[src/rtl/fetch_xlate_shortcut.sv]
module fetch_xlate_shortcut #(
  parameter int ADDR_W = 44,
  parameter int STATE_W = 64,
  parameter int IDX_W = 6,
  parameter logic [ADDR_W-1:0] PA_IMPL_MASK = 44'h0FF_FFFF_FFFF
) (
  input  logic               clk,
  input  logic               rst_n,
  input  logic               req_valid,
  input  logic [ADDR_W-1:0]  req_va,
  input  logic [STATE_W-1:0] req_state,
  input  logic               fill_valid,
  input  logic               fill_bypass,
  input  logic [STATE_W-1:0] fill_state,
  input  logic [IDX_W-1:0]   fill_idx,
  input  logic [ADDR_W-1:0]  fill_base,
  input  logic [ADDR_W-1:0]  fill_len,
  input  logic [ADDR_W-1:0]  fill_pa,
  input  logic [ADDR_W-1:0]  fill_offmask,
  input  logic               flush,
  output logic               resp_valid,
  output logic               resp_hit,
  output logic               resp_bypass,
  output logic [IDX_W-1:0]   resp_idx,
  output logic [ADDR_W-1:0]  resp_pa,
  output logic               resp_misalign
);
  localparam int XW = ADDR_W + 1;
  localparam logic [XW-1:0] FETCH_BYTES = XW'(4);

  logic               vld_q, byp_q;
  logic [STATE_W-1:0] st_q;
  logic [IDX_W-1:0]   idx_q;
  logic [ADDR_W-1:0]  base_q, len_q, pa_q, msk_q;

  logic [XW-1:0] va_x, lo_x, hi_x;
  logic          state_eq, in_range, hit;
  logic [ADDR_W-1:0] hit_pa;

  assign va_x     = {1'b0, req_va};
  assign lo_x     = {1'b0, base_q};
  assign hi_x     = {1'b0, base_q} + {1'b0, len_q};
  assign state_eq = (st_q == req_state);
  assign in_range = (lo_x < va_x + FETCH_BYTES) && (hi_x >= va_x);
  assign hit      = vld_q && state_eq && (byp_q || in_range);
  assign hit_pa   = byp_q ? (req_va & PA_IMPL_MASK)
                          : ((pa_q & ~msk_q) | (req_va & msk_q));

  always_ff @(posedge clk) begin
    if (!rst_n) begin
      vld_q  <= 1'b0;
      byp_q  <= 1'b0;
      st_q   <= '0;
      idx_q  <= '0;
      base_q <= '0;
      len_q  <= '0;
      pa_q   <= '0;
      msk_q  <= '0;
    end else if (flush) begin
      vld_q <= 1'b0;
    end else if (fill_valid) begin
      vld_q  <= 1'b1;
      byp_q  <= fill_bypass || (|fill_state[1:0]);
      st_q   <= fill_state;
      idx_q  <= fill_idx;
      base_q <= fill_base;
      len_q  <= fill_len;
      pa_q   <= fill_pa;
      msk_q  <= fill_offmask;
    end
  end

  always_ff @(posedge clk) begin
    if (!rst_n) begin
      resp_valid    <= 1'b0;
      resp_hit      <= 1'b0;
      resp_bypass   <= 1'b0;
      resp_idx      <= '0;
      resp_pa       <= '0;
      resp_misalign <= 1'b0;
    end else begin
      resp_valid    <= req_valid;
      resp_hit      <= req_valid && hit;
      resp_bypass   <= req_valid && hit && byp_q;
      resp_idx      <= (req_valid && hit && !byp_q) ? idx_q : '0;
      resp_pa       <= (req_valid && hit) ? hit_pa : '0;
      resp_misalign <= req_valid && !hit && (req_va[1:0] != 2'b00);
    end
  end

  a_r10_resp_after_req: assert property (@(posedge clk) disable iff (!rst_n)
    req_valid |=> resp_valid);
  a_r10_no_spurious_resp: assert property (@(posedge clk) disable iff (!rst_n)
    !req_valid |=> !resp_valid && !resp_hit && !resp_misalign);
  a_r8_flush_empties: assert property (@(posedge clk) disable iff (!rst_n)
    flush |=> !vld_q);
  a_r7_priv_fill_bypass: assert property (@(posedge clk) disable iff (!rst_n)
    (fill_valid && !flush && (fill_state[1:0] != 2'b00)) |=> vld_q && byp_q);
  a_r2_state_mismatch_miss: assert property (@(posedge clk) disable iff (!rst_n)
    (req_valid && (req_state != st_q)) |=> !resp_hit);
  a_r3_bypass_pa: assert property (@(posedge clk) disable iff (!rst_n)
    (resp_valid && resp_bypass) |-> resp_pa == ($past(req_va) & PA_IMPL_MASK));
  a_r6_hit_aligned_flag: assert property (@(posedge clk) disable iff (!rst_n)
    resp_hit |-> !resp_misalign);
endmodule

[config.mk]
export PLATFORM = sky130hd
export DESIGN_NAME = fetch_xlate_shortcut
export DESIGN_NICKNAME = d
export VERILOG_FILES = /design/src/rtl/fetch_xlate_shortcut.sv
export SDC_FILE = /design/constraint.sdc
export NUM_CORES = 1
export LEC_CHECK = 0
export ABC_AREA = 1
export BUFFER_PORTS_ARGS = -buffer_cell sky130_fd_sc_hd__buf_2
export CAP_MARGIN = 20
export CORE_MARGIN = 5
export CORE_UTILIZATION = 50
export CTS_BUF_LIST = sky130_fd_sc_hd__clkbuf_4 sky130_fd_sc_hd__clkbuf_8 sky130_fd_sc_hd__clkbuf_16
export DETAILED_ROUTE_END_ITERATION = 16
export PLACE_DENSITY_LB_ADDON = 0.2
export SLEW_MARGIN = 20
export SYNTH_ARGS = -nofsm -noshare
export SYNTH_HDL_FRONTEND = slang
export SYNTH_SLANG_ARGS = --single-unit
[constraint.sdc]
create_clock -name clk -period 5.35 [get_ports clk]
set_clock_uncertainty 0.15 [all_clocks]
set_input_delay 1.07 -clock clk [delete_from_list [all_inputs] [get_ports clk]]
set_output_delay 1.07 -clock clk [all_outputs]
set_load 0.05 [all_outputs]
==> out/summary.md, run 1 <==
Layout cell share with drive strength beyond 1: 19.5%. Grouping stages by cell kind, the critical path spends the most delay in simple AND/OR/NAND/NOR gates. The min-delay analysis places its worst path in the category reg -> reg. The top fanout value on the critical path came out at 16. Measured in cells, the most critical reg-to-reg path has a length of 25. The clock period minus final worst setup slack is 4680 ps, and the total of endpoints with negative setup slack in the final report is 0. Number of flops mapped to enable cells by yosys: 0.

The worst setup margin came out at 670 ps. The tools report the final count of hold timing violations as 0. Effective utilization at floorplan: 50.7%.

The run finished with clean final reports. The proportion of synthesized chip area in sequential cells was 34.5%; the register bit count reported by yosys was 302. The power density over cell area was 282 nW/um2; the post-cts hold buffer count was 0.

Max-cap violation count: 0. Post-synthesis cell type with the largest combined area: sky130_fd_sc_hd__dfxtp_1. Clock latency on the worst-skew pair, taken at its later pin, is 540 ps. The tools report the static leakage as 0.0103 uW. Clock tree synthesis inserted a total of 34 buffers. Type of the worst setup path: in -> reg. The logs give 45 for the unique cell type count in the Yosys netlist and 0 for the total setup buffers inserted after CTS.

The dominant synthesized flop cell was sky130_fd_sc_hd__dfxtp_1. Counting instances in the post-synthesis netlist gives the leading cell types as sky130_fd_sc_hd__nor2_1, sky130_fd_sc_hd__nand2_1, sky130_fd_sc_hd__dfxtp_1. Global routing used 29.7% of the available tracks across all layers. For the number of antenna violations at the first check in global routing, the log shows 11. After detailed routing, the total wire length is 60600 um.

414 I/O pins were placed. TritonCTS built the clock tree. The number of gates resized after CTS was 0. The worst-case IR drop observed on VDD is 0.270 mV. Along the worst hold path, the cell count comes to 2. Net count of the mapped netlist: 2973. The first-pass iteration count of the detailed router is 6, and the height of the die is 197 um. After detailed routing, the number of remaining DRC violations is 0.

For hold timing, the worst endpoint is resp_idx[4]. The routed layout has 17834 vias. The max-slew headroom at the worst pin came out at 34.5%.

The tools report the max-slew violation count as 0. After synthesis, the mean cell area works out to 7.07 um2. The count of buffering cells on the critical path with inverters included is 4, and the horizontal extent of the die is 197 um. After detailed routing, the average wire length per cell comes to 18.2 um. In this run the critical register-to-register path is captured at resp_pa[9].

The area added between synthesis and finish works out to 20.1%. The tree is rooted in a sky130_fd_sc_hd__clkbuf_16. Of the available clock period, the critical path in the final layout requires 87.5%. The largest single stage delay on the critical path is 270 ps. The start point of the worst min-delay path is idx_q[4]. Critical path endpoint category: a flop. The logs give 0 for the yosys synthesis warning count and 2 for the maximum level of the CTS H-tree. The launching point of the worst reg2reg path is base_q[2]. The routability-driven placement congestion ratio came out at 0.952. For the worst setup path, the data arrival time is 5000 ps.

The detail route stage leaves a number of antenna-violating nets equal to 0. Setup repair after global routing left no endpoint under its margin. The clock drives 302 sinks. At the pin with the least slew margin, the transition time is 982 ps. The setup check on the worst reg-to-reg path leaves a slack of 710 ps. The synthesized netlist occupies a cell area of 17500 um2.

The die covers 38900 um2. The via count of the first global-routing pass is 17032, and the number of vias per cell is 5.35. The first global-routing pass estimated 92300 um of wire. In this run the core area contains 68 standard-cell rows. Number of buffers added on ports: 413. The logs give 5670 ps for the required time of the critical path and 47600 um for the post-detailed-placement half-perimeter wirelength. Share of synthesized flip-flops with an asynchronous set or reset: 0%. Adding up every negative setup slack in the final design gives 0 ps. No sink is reached through more buffers than the 3 on the longest clock path. The run gives 0 as the remaining global-route overflow.

The slowest stage of the critical path belongs to the cell sky130_fd_sc_hd__nor3_1. In the post-synthesis netlist, the biggest area contributors are sky130_fd_sc_hd__dfxtp_1, sky130_fd_sc_hd__nor2_1, sky130_fd_sc_hd__ha_1. After floorplanning, the core was sized to cover 34600 um2. The worst setup path is launched from an input port.

Among all cell types in the netlist, the one instantiated most often is sky130_fd_sc_hd__nor2_1. The clock-pin transition on the worst setup and hold timing paths is 60 ps. The number of nets at the end of the flow is 3342, and the pin count of the biggest net entering global routing is 187. Counting every instance in the synthesized netlist gives 2480. The share of synthesized area in the top cell type comes to 34.5%.

The achievable frequency is 214 MHz, and the violation count after the first detailed-route iteration is 1169. Worst setup timing slack at the placement stage: 191 ps.
how the worst max path moves through the flow:
stage / from / end / slack (ps) / depth (start not counted)
global placement: req_va[2] / resp_bypass / 260 / 25
finish: req_va[2] / resp_pa[9] / 670 / 25
detailed placement: req_va[2] / resp_pa[39] / 190 / 25
CTS: req_va[2] / resp_pa[9] / 730 / 25
global route: base_q[6] / resp_bypass / 370 / 24
floorplan: req_va[2] / resp_pa[10] / 1280 / 24
cell families after synthesis:
family	Yosys count	share of synthesized area [%]
muxes	1	0.0571
and+or+nand+nor	1006	25.3
buffers and inverters	350	7.86
adders and majority gates	133	9.53
DFF	302	34.5
AOI/OAI and AO/OA	589	17.9
xor gates and xnor gates	99	4.94
power by group:
part	switching, uW	internal (uW)	total (uW)
sequential	77.2	2370	2450
combinational	685	409	1090
clock	968	1430	2400
total	1730	4210	5940
per-layer routing:
layer | vias up | wire, um | global-route usage, % | share of wire (%)
met1 | 8264 | 27500 | 42.3 | 45
li1 | 8871 | - | - | -
met2 | 595 | 27400 | 46.9 | 45
met3 | 96 | 4090 | 4.03 | 6.7
met4 | 8 | 1620 | 9.35 | 2.7
met5 | - | 53 | 0 | 0.087
flip-flops by register name (all words and copies together) (netlist names):
| name | flops |
|---|---|
| base_q | 44 |
| byp_q | 1 |
| idx_q | 6 |
| len_q | 44 |
| msk_q | 44 |
| pa_q | 44 |
| resp_bypass | 1 |
| resp_hit | 1 |
| resp_idx | 6 |
| resp_misalign | 1 |
| resp_pa | 44 |
| resp_valid | 1 |
| st_q | 64 |
| vld_q | 1 |
area by class of cell:
cell class                 count  area, um2
antenna                       10       25.0
clock buffer                  47       1020
clock inverter                10        128
fill                        3378      13600
inverter                     258        976
multi-input combinational   1828      10100
sequential                   302       6050
tap                          455        569
timing repair buffer         425       2190
through the flow:
step / area (um2) / util (%) / power (uW) / hold WS (ps) / instances
after global routing: 21100 / 60.8 / 6210 / 309 / 3332
after CTS: 21000 / 60.8 / 5960 / 287 / 3325
final: 21100 / 60.8 / 5940 / 285 / 3335
after floorplan: 17500 / - / 3170 / 266 / 2480
after detailed placement: 19900 / 57.5 / 3570 / 279 / 3268
after global placement: 19900 / 57.5 / 3550 / 273 / 3268
tightest hold or removal path, delay by kind of cell, from the launching register on:
kind | cells | cell delay [ps]
and+or+nand+nor | 1 | 40
buffers and inverters | 1 | 60
DFF | 1 | 290
cells in the final DEF, fill, tap and decap left out, types with 35 or more instances in the layout:
cell,instances
sky130_fd_sc_hd__nand2_1,315
sky130_fd_sc_hd__nand3_1,50
sky130_fd_sc_hd__buf_2,412
sky130_fd_sc_hd__dfxtp_1,302
sky130_fd_sc_hd__o21ai_0,289
sky130_fd_sc_hd__clkbuf_16,35
sky130_fd_sc_hd__xor2_1,69
sky130_fd_sc_hd__nor2_4,47
sky130_fd_sc_hd__a31oi_1,44
sky130_fd_sc_hd__a21oi_1,196
sky130_fd_sc_hd__inv_1,252
sky130_fd_sc_hd__nor2_1,509
sky130_fd_sc_hd__ha_1,132
Note: power is estimated with default switching activity, not from simulation.
==> run 2: changes to the inputs <==
Settings changed: CORE_UTILIZATION 50 to 55, MAX_ROUTING_LAYER set to met4.
==> out/summary.md, run 2 (synthesis results as in run 1) <==
The combinational fraction of design power came out at 18.7%. The logs give 0 for the post-cts hold buffer count and 33.5% for the global-route usage over all layers. Setup repair after global routing left no endpoint under its margin.

For this run, the post-layout net count is 3341. The worst hold path belongs to the class reg -> reg. The count of buffers added on input and output ports is 413. Setup violations remaining at the end of the flow were counted as 0. Sequential cells burn 41.7% of the power.

Number of sinks handled by clock tree synthesis: 302. After detailed routing, the number of vias per cell comes to 5.51. The detail route stage leaves a number of antenna-violating nets equal to 0. The fraction of power spent switching nets is 29.8%. The height of the die was 189 um; the wire length of the first global-routing pass was 93500 um. The number of antenna violations at the first check in global routing is 11. The slew at the pin closest to its max-slew limit came out at 970 ps. The critical path is of the in -> reg type. Routability-driven placement finished with a final weighted congestion of 1.03. The family of cells with the greatest summed delay on the critical path is simple AND/OR/NAND/NOR gates. Gates resized during post-CTS repair numbered 0. For this run, design rule violations remaining after detail routing come to 0.

The endpoint of the worst-slack reg-to-reg timing path was resp_bypass. STA puts the critical path data arrival time at 5160 ps. The startpoint identified for the worst hold timing path is idx_q[1].

Summed over all layers, the routed wires come to 61000 um. The final count of hold timing violations came out at 0. In this run the power spent charging and discharging nets is 1750 uW. The tool flagged a number of max-cap violations equal to 0. In the layout the commonest cells are sky130_fd_sc_hd__nor2_1, sky130_fd_sc_hd__buf_2, sky130_fd_sc_hd__nand2_1, sky130_fd_sc_hd__dfxtp_1, sky130_fd_sc_hd__o21ai_0. Leaving out fill and tap cells, the most frequent cell in the layout is sky130_fd_sc_hd__nor2_1.

The power density over cell area is 280 nW/um2, and the highest cell delay on the worst timing path is 300 ps. Timing analysis after detailed placement gives a worst setup slack of 117 ps. After layout, the worst setup slack is 498 ps. First-pass iteration count of the detailed router: 6. For hold timing, the worst endpoint is resp_idx[1].

Across the VDD grid, the largest voltage drop is 0.254 mV. The via count of the first global-routing pass is 17294, and the clock period minus final worst setup slack is 4850 ps. TritonCTS built the clock tree. The worst register-to-register path has a setup slack of 830 ps. The cell area after layout came out at 21000 um2. Ranked by flip-flop count, first place goes to st_q. The share of total power dissipated in the clock network is 39.5%. The number of vias in the routed layout was 18106.

The slowest stage of the critical path belongs to the cell sky130_fd_sc_hd__nor3_2. The max-slew violation count was 0; the average detailed-routed wire length per instance was 18.6 um. Relative to the synthesized area, the layout overhead comes to 19.6%. Once the floorplan was initialized, standard cells occupied 55.6% of the core. The post-route netlist has 19.6% of its cells at a drive strength greater than 1. The die outline area came out at 35600 um2. The top fanout value on the critical path is 42. For this design the static power due to leakage is 0.0103 uW. The number of clock buffers added by TritonCTS is 35. The tools report the internal power summed over all cells as 4120 uW. After clock tree synthesis, the setup repair step added 0 buffers. The post-route core utilization is 66.5%, and the post-detailed-placement half-perimeter wirelength is 47700 um. Counting instances, the worst hold path has a depth of 2. The run finished with clean final reports. The filler cells instantiated in the layout total 2889.

Counting both buffers and inverters, the worst setup path holds a total of 4. The final critical path takes up 90.7% of the cycle. STA classifies the critical path startpoint as an input port.

Measured in cells, the most critical reg-to-reg path has a length of 31. The core area was 31600 um2; the achievable frequency was 206 MHz. Setup TNS: 0 ps. The run gives 0 as the remaining global-route overflow. The insertion delay to the later sink of the worst-skew pair was 530 ps. The floorplan has 65 rows.

The run gives 414 as the top-level I/O count. Critical path endpoint category: a flop. The longest clock path from root to sink contains 3 buffers. The register with the most flip-flops in the layout has 64 of them. Clock tree synthesis selected as its root buffer the cell sky130_fd_sc_hd__clkbuf_16. Measured against its own limit, the worst slew margin works out to 35.3%. For the worst hold margin, the log shows 290 ps.

Entering global routing, the biggest net connects 152 pins. The detailed router finished its first iteration with 1494 violations. The die is 189 um wide. Clock-pin slew was measured on the worst setup and hold paths at 60 ps. The startpoint identified for the worst register-to-register timing path is base_q[0]. The logs give 2 for the maximum level of the CTS H-tree and 19800 um2 for the cell area after placement. At the worst endpoint, the required time is 5660 ps.
## run 2: changes by cell type in the layout (fill, tap and decap cells not counted), sizes merged
cell	previous run	this run
clkbuf	47	46
bufinv	2	0
clkinv	4	9
inv	260	263
buf	425	423
## run 2: cell type report
| class | count | area [um2] | area share [%] |
|---|---|---|---|
| multi-input cells | 1828 | 10100 | 48.3 |
| flip-flops and latches | 302 | 6050 | 28.8 |
| repair buffers | 423 | 2190 | 10.4 |
| clock buffers | 46 | 1000 | 4.78 |
| inverters | 258 | 976 | 4.65 |
| well taps | 402 | 503 | 2.40 |
| clock inverters | 16 | 115 | 0.549 |
| diodes | 10 | 25.0 | 0.119 |
## run 2: per-layer routing
layer / routed length, um / vias to the layer above / track usage, %
li1: - / 8874 / -
met1: 26300 / 8405 / 43.8
met2: 27800 / 705 / 52.9
met3: 4950 / 122 / 6.19
met4: 1940 / 0 / 11.0
met5: 0 / - / -
## run 2: through the flow
stage	power [uW]	cells
after global placement	3550	3213
after CTS	5890	3275
after global routing	6150	3285
final	5870	3285
after floorplan	3170	2480
after detailed placement	3570	3213
## run 2: tightest hold or removal path, delay by kind of cell, from the launching register on
kind                   cells  cell delay, ps
buffers and inverters      1              60
flip-flops                 1             300
AND/OR/NAND/NOR            1              40
## run 2: how the worst max path moves through the flow
stage / from / end / cells past startpoint
final: req_va[2] / resp_pa[13] / 25
after global routing: req_va[2] / resp_bypass / 25
after CTS: req_va[2] / resp_pa[7] / 25
after detailed placement: req_va[2] / resp_pa[17] / 25
after global placement: req_va[2] / resp_pa[24] / 25
after floorplan: req_va[2] / resp_pa[10] / 24
## run 2: power by group through the flow
stage               clock network, uW  logic [uW]  registers (uW)
global placement                    0        1050            2500
floorplan                           0         693            2470
detailed placement                  0        1070            2500
finish                           2320        1100            2450
global route                     2460        1230            2460
CTS                              2350        1090            2450
